$ cat src/rtl/dreq_pkg.sv
package dreq_pkg;

   typedef enum logic [1:0] {
      ST_IDLE = 2'd0,
      ST_REQ  = 2'd1,
      ST_GAP  = 2'd2
   } dreq_state_t;

   typedef enum logic [1:0] {
      MD_SINGLE = 2'd0,
      MD_BURST  = 2'd1,
      MD_TIMED  = 2'd2,
      MD_CYCLED = 2'd3
   } xfer_mode_t;

   typedef struct packed {
      xfer_mode_t mode;
      logic       tc_low;
      logic       req_low;
   } dreq_cfg_t;

   localparam dreq_cfg_t CFG_DEFAULT = '{mode: MD_SINGLE, tc_low: 1'b0, req_low: 1'b0};

endpackage

$ cat src/rtl/dreq_xfer_counter.sv
module dreq_xfer_counter #(
   parameter int CNT_W = 9
) (
   input  logic             clk,
   input  logic             rst,
   input  logic             load,
   input  logic [CNT_W-1:0] load_val,
   input  logic             dec,
   output logic             last,
   output logic [CNT_W:0]   remaining
);
   localparam int RW = CNT_W + 1;
   localparam logic [RW-1:0] FULL = RW'(1) << CNT_W;

   logic [RW-1:0] rem_q;

   if (CNT_W < 1 || CNT_W > 24) begin : g_bad_width
      $error("dreq_xfer_counter: CNT_W out of range");
   end

   always_ff @(posedge clk) begin
      if (rst) begin
         rem_q <= '0;
      end else if (load) begin
         rem_q <= (load_val == '0) ? FULL : {1'b0, load_val};
      end else if (dec && rem_q != '0) begin
         rem_q <= rem_q - RW'(1);
      end
   end

   assign last      = (rem_q == RW'(1));
   assign remaining = rem_q;

endmodule

$ cat src/rtl/dreq_burst_limiter.sv
module dreq_burst_limiter
   import dreq_pkg::*;
#(
   parameter int LEN_W   = 8,
   parameter int MIN_CYC = 2
) (
   input  logic             clk,
   input  logic             rst,
   input  logic             run,
   input  xfer_mode_t       mode,
   input  logic [LEN_W-1:0] len,
   input  logic             tick,
   input  logic             ack,
   output logic             expire,
   output logic             len_bad
);
   localparam int RW = LEN_W + 1;
   localparam logic [RW-1:0] MAX_LIM = RW'(1) << LEN_W;
   localparam logic [RW-1:0] MIN_LIM = RW'(MIN_CYC);

   logic [RW-1:0] limit;
   logic [RW-1:0] cnt_q;
   logic          step;

   if (LEN_W < 1 || LEN_W > 16) begin : g_bad_width
      $error("dreq_burst_limiter: LEN_W out of range");
   end
   if (MIN_CYC < 1 || MIN_CYC >= (1 << LEN_W)) begin : g_bad_min
      $error("dreq_burst_limiter: MIN_CYC out of range");
   end

   always_comb begin
      len_bad = (mode == MD_CYCLED) && (len != '0) && ({1'b0, len} < MIN_LIM);
      if (len == '0) begin
         limit = MAX_LIM;
      end else if (len_bad) begin
         limit = MIN_LIM;
      end else begin
         limit = {1'b0, len};
      end
      case (mode)
         MD_TIMED:  step = run && tick;
         MD_CYCLED: step = run && ack;
         default:   step = 1'b0;
      endcase
      expire = step && (cnt_q == limit - RW'(1));
   end

   always_ff @(posedge clk) begin
      if (rst || !run) begin
         cnt_q <= '0;
      end else if (step) begin
         cnt_q <= cnt_q + RW'(1);
      end
   end

endmodule

$ cat src/rtl/dreq_pin_pol.sv
module dreq_pin_pol #(
   parameter int N = 2
) (
   input  logic [N-1:0] active,
   input  logic [N-1:0] low,
   output logic [N-1:0] pin
);
   for (genvar i = 0; i < N; i++) begin : g_pin
      assign pin[i] = low[i] ? ~active[i] : active[i];
   end

endmodule

$ cat src/rtl/dma_req_ctrl.sv
module dma_req_ctrl
   import dreq_pkg::*;
#(
   parameter int TC_W = 9,
   parameter int BL_W = 8
) (
   input  logic            clk,
   input  logic            rst,
   input  logic            start,
   input  logic [1:0]      mode_sel,
   input  logic            tc_active_low,
   input  logic            req_active_low,
   input  logic [TC_W-1:0] xfer_count,
   input  logic [BL_W-1:0] burst_len,
   input  logic            tick_100ns,
   input  logic            ack,
   output logic            dreq,
   output logic            tc,
   output logic            cyc_err
);
   localparam int PINS = 2;

   dreq_state_t     state_q, state_d;
   dreq_cfg_t       cfg_q;
   logic [BL_W-1:0] len_q;
   logic            in_req, accept, last, final_xfer, expire, take_start;
   logic [TC_W:0]   remaining;
   logic [PINS-1:0] pin_act, pin_low, pin_out;

   if (TC_W < 2) begin : g_bad_tc
      $error("dma_req_ctrl: TC_W must be at least 2");
   end
   if (BL_W < 2) begin : g_bad_bl
      $error("dma_req_ctrl: BL_W must be at least 2");
   end

   assign in_req     = (state_q == ST_REQ);
   assign accept     = in_req && ack;
   assign take_start = (state_q == ST_IDLE) && start;
   assign final_xfer = accept && last;

   dreq_xfer_counter #(.CNT_W(TC_W)) u_count (
      .clk       (clk),
      .rst       (rst),
      .load      (take_start),
      .load_val  (xfer_count),
      .dec       (accept),
      .last      (last),
      .remaining (remaining)
   );

   dreq_burst_limiter #(.LEN_W(BL_W), .MIN_CYC(2)) u_limit (
      .clk     (clk),
      .rst     (rst),
      .run     (in_req),
      .mode    (cfg_q.mode),
      .len     (len_q),
      .tick    (tick_100ns),
      .ack     (accept),
      .expire  (expire),
      .len_bad (cyc_err)
   );

   always_comb begin
      state_d = state_q;
      case (state_q)
         ST_IDLE: if (start) state_d = ST_REQ;
         ST_REQ: begin
            if (final_xfer) begin
               state_d = ST_IDLE;
            end else if (accept && cfg_q.mode == MD_SINGLE) begin
               state_d = ST_GAP;
            end else if (expire) begin
               state_d = ST_GAP;
            end
         end
         ST_GAP:  state_d = ST_REQ;
         default: state_d = ST_IDLE;
      endcase
   end

   always_ff @(posedge clk) begin
      if (rst) begin
         state_q <= ST_IDLE;
         cfg_q   <= CFG_DEFAULT;
         len_q   <= '0;
      end else begin
         state_q <= state_d;
         if (take_start) begin
            cfg_q.mode    <= xfer_mode_t'(mode_sel);
            cfg_q.tc_low  <= tc_active_low;
            cfg_q.req_low <= req_active_low;
            len_q         <= burst_len;
         end
      end
   end

   assign pin_act = {final_xfer, in_req};
   assign pin_low = {cfg_q.tc_low, cfg_q.req_low};

   dreq_pin_pol #(.N(PINS)) u_pol (
      .active (pin_act),
      .low    (pin_low),
      .pin    (pin_out)
   );

   assign tc   = pin_out[1];
   assign dreq = pin_out[0];

endmodule

$ cat config.mk
export PLATFORM = sky130hd
export DESIGN_NAME = dma_req_ctrl
export DESIGN_NICKNAME = d
export VERILOG_FILES = /design/src/rtl/dreq_pkg.sv /design/src/rtl/dreq_xfer_counter.sv /design/src/rtl/dreq_burst_limiter.sv /design/src/rtl/dreq_pin_pol.sv /design/src/rtl/dma_req_ctrl.sv
export SDC_FILE = /design/constraint.sdc
export NUM_CORES = 1
export LEC_CHECK = 0
export ABC_AREA = 1
export BUFFER_PORTS_ARGS = -buffer_cell sky130_fd_sc_hd__buf_4
export CORE_MARGIN = 2
export CORE_UTILIZATION = 57
export CTS_CLUSTER_SIZE = 16
export DETAILED_ROUTE_END_ITERATION = 6
export PLACE_DENSITY = 0.91
export SYNTH_ARGS = -nofsm -noshare
export SYNTH_HDL_FRONTEND = slang
export SYNTH_SLANG_ARGS = --single-unit
$ cat constraint.sdc
create_clock -name clk -period 2.1 [get_ports clk]
set_input_delay 0 -clock clk [delete_from_list [all_inputs] [get_ports clk]]
set_output_delay 0 -clock clk [all_outputs]
set_load 0.02 [all_outputs]
==> impl_metrics.env <==
export IMPL_initial_utilization=0.5978
export IMPL_coreArea_um2=3363
export IMPL_p_clk_frac=0.198
export IMPL_synthTopCellsByCount="59 x nand2_1, 41 x nor2_1, 33 x dfxtp_1, 33 x inv_1, 30 x o21ai_0"
export IMPL_rr_endpoint="state_q[1]"
export IMPL_placed_cell_area_um2=2286
export IMPL_rr_worst_depth=13
export IMPL_clock_sinks=33
export IMPL_area_delta_synth_final_pct=30.55
export IMPL_cts_buffer_depth=2
export IMPL_slowest_stage="dfxtp_4"
export IMPL_clkLatencyLatePin_ns=0.34
export IMPL_p_int_uw=1101
export IMPL_crit_fanout=6
export IMPL_endpoint_kind="flip-flop"
export IMPL_ys_flop_type="dfxtp_1"
export IMPL_p_leak_uw=0.001186
export IMPL_num_antenna_cells=0
export IMPL_fmax_ghz=0.5044
export IMPL_worst_pin_slew_ns=0.5216
export IMPL_post_route_min_period_ns=1.983
export IMPL_utilization=0.7805
export IMPL_drcViolationCount=0
export IMPL_cts_tree="built"
export IMPL_synth_edf_count=0
export IMPL_ys_types=34
export IMPL_portBuffers=28
export IMPL_fp_dieArea_um2=4018
export IMPL_synth_avg_cell_area_um2=6.658
export IMPL_ys_seq_elements=33
export IMPL_synth_top_area_share=0.3286
export IMPL_rsz0062_at_grt="yes"
export IMPL_skew_ns=0.004651
export IMPL_rows=21
export IMPL_power_frac_comb=0.377
export IMPL_htreeDepth=2
export IMPL_yosysMostFrequentCell="nand2_1"
export IMPL_finalMaxSlewViolations=0
export IMPL_nets=389
export IMPL_final_area_um2=2625
export IMPL_status="completed"
export IMPL_synth_warning_count=0
export IMPL_cp_arrival_ns=2.23
export IMPL_grt_pass1_wl_um=8970
export IMPL_via_per_inst=5.537
export IMPL_setup_viol=0
export IMPL_synth_cells=302
export IMPL_clkTransAtPathRegs_ns=0.11
export IMPL_cpPeakStageDelay_ns=0.39
export IMPL_crit_family="simple AND/OR/NAND/NOR gates"
export IMPL_drt_wl_total_um=5441
export IMPL_whs_endpoint="u_count.remaining[6]"
export IMPL_min_path_cells=3
export IMPL_r2r_slack_ns=0.12
export IMPL_total_power_uw=1791
export IMPL_die_w_um=63.39
export IMPL_die_y_um=63.39
export IMPL_grt_pass1_vias=2077
export IMPL_grt_max_degree=20
export IMPL_critPathBufInv=0
export IMPL_power_switching_uw=690.6
export IMPL_grt_overflow_total=0
export IMPL_firstDrtPassIters=5
export IMPL_rr_startpoint="len_q[3]"
export IMPL_cap_violations=0
export IMPL_hp_class="input port to flip-flop"
export IMPL_synth_area_um2=2011
export IMPL_post_route_period_util=0.9440
export IMPL_antenna_found_initial=0
export IMPL_hold_viol_final=0
export IMPL_hold_start="xfer_count[6]"
export IMPL_pwr_share_seq=0.426
export IMPL_ir_drop_mv=0.4754
export IMPL_worstPathRequired_ns=2.35
export IMPL_vias=2248
export IMPL_drt_initial_drc_count=162
export IMPL_ys_seq_area_frac=0.3286
export IMPL_dp_hpwl_um=3596
export IMPL_p_sw_frac=0.3855
export IMPL_worstSetupPathType="flip-flop to flip-flop"
export IMPL_grt_util_all_layers=0.2832
export IMPL_root_buffer="clkbuf_4"
export IMPL_synth_area_leaders="dfxtp_1 33%, nand2_1 11%, nor2_1 7.7%"
export IMPL_place_gp_congestion=0.8609
export IMPL_async_flop_share=0
export IMPL_drt_wirelength_per_cell_um=13.40
export IMPL_maxSlewHeadroom=0.6519
export IMPL_syn_nets=332
export IMPL_cts_buffers=5
export IMPL_io_pins=29
export IMPL_cp_common_cell="nand2_1"
export IMPL_pwr_density_cell_nw_per_um2=682.4
export IMPL_drive_above_1_share=0.2111
export IMPL_ant_nets=0
export IMPL_yosysTopAreaCell="dfxtp_1"
export IMPL_start_kind="flip-flop"
export IMPL_path_cells="nor2_4 -> nand3_1 -> o21ai_2 -> ha_2 -> nand3_1 -> o21ai_0 -> nand2_1 -> nand2_1 -> nand2_1 -> nand4_1 -> nand2_1 -> nand2_1 -> nor2_2"
cells in the final DEF (no fill, tap or decap), drive strengths merged:
master and count:
xnor2 5, inv 36, nand3 19, dlygate4sd3 22, dfxtp 33, buf 34, nand2 65, nor4 1
a221oi 1, ha 4, a211oi 1, a31oi 5, nor3b 2, xor2 8, or2 2, nor2 49
clkinv 2, nand4 4, clkbuf 6, nand3b 3, a21oi 19, or3 1, nor3 7, o21ai 31
worst register-to-register path: cells and delay by family, from the launching register on:
family	cells	cell delay, ns
simple gates	10	0.85
compound gates	2	0.40
flops	1	0.39
fa+ha+maj	1	0.25
cells by family after synthesis:
group / Yosys count / synth area share
buffers and inverters: 42 / 0.08027
AO/OA/AOI/OAI: 57 / 0.1506
AND/OR/NAND/NOR: 153 / 0.3591
adder cells (fa/ha/maj): 4 / 0.02489
XOR/XNOR: 13 / 0.05663
flip-flops: 33 / 0.3286
power by group through the flow:
stage / Sequential [µW] / Clock [µW] / Combinational [µW]
after global routing: 769 / 388 / 753
after floorplan: 748 / 0 / 440
after global placement: 760 / 0 / 566
after CTS: 749 / 353 / 619
final: 763 / 354 / 675
after detailed placement: 761 / 0 / 583
per-layer routing:
metal / share of wire / GRT usage
met1: 0.39 / 0.3207
met2: 0.52 / 0.5197
met3: 0.054 / 0.05000
met4: 0.038 / 0.1141
met5: 0 / 0
final cells by class:
type | count | area, µm²
Clock inverter | 2 | 10.01
Tap cell | 46 | 57.56
Multi-Input combinational cell | 227 | 1234
Fill cell | 252 | 738.2
Timing Repair Buffer | 56 | 475.5
Sequential cell | 33 | 671.9
Inverter | 36 | 135.1
Clock buffer | 6 | 41.29
how the worst max path moves through the flow:
stage             start         end  slack (ns)  cells past startpoint
2_1_floorplan  len_q[2]  state_q[1]        0.06                     16
3_3_place_gp   len_q[2]  state_q[1]        0.07                     16
3_5_place_dp   len_q[2]  state_q[1]      -0.006                     16
4_1_cts        len_q[5]  state_q[1]       0.003                     13
5_1_grt        len_q[6]  state_q[1]       -0.08                     16
6_report       len_q[3]  state_q[1]        0.12                     13
repair_timing:
action / CTS / global route
hold endpoints to repair: 21 / 0
resized for setup: 1 / 16
setup endpoints to repair: 1 / 2
hold buffers: 22 / 0
pin swaps: 0 / 9
setup buffers: 0 / 3
stage by stage:
stage | worst slack (ns) | std cells | setup TNS (ns) | hold WS, ns
after global placement | 0.07011 | 373 | 0 | 0.2424
after global routing | -0.08003 | 406 | -0.1457 | 0.01531
after CTS | 0.003031 | 403 | 0 | 0.001359
final | 0.1175 | 406 | 0 | 0.008165
after detailed placement | -0.005650 | 373 | -0.005650 | 0.2485
after floorplan | 0.05673 | 302 | 0 | 0.06907
sequential cells by signal, summed over array words and instances (netlist names):
register and flops:
cfg_q 4, len_q 8, state_q 2, u_count.remaining 10, u_limit.cnt_q 9
Power figures use the tool's default switching activity.
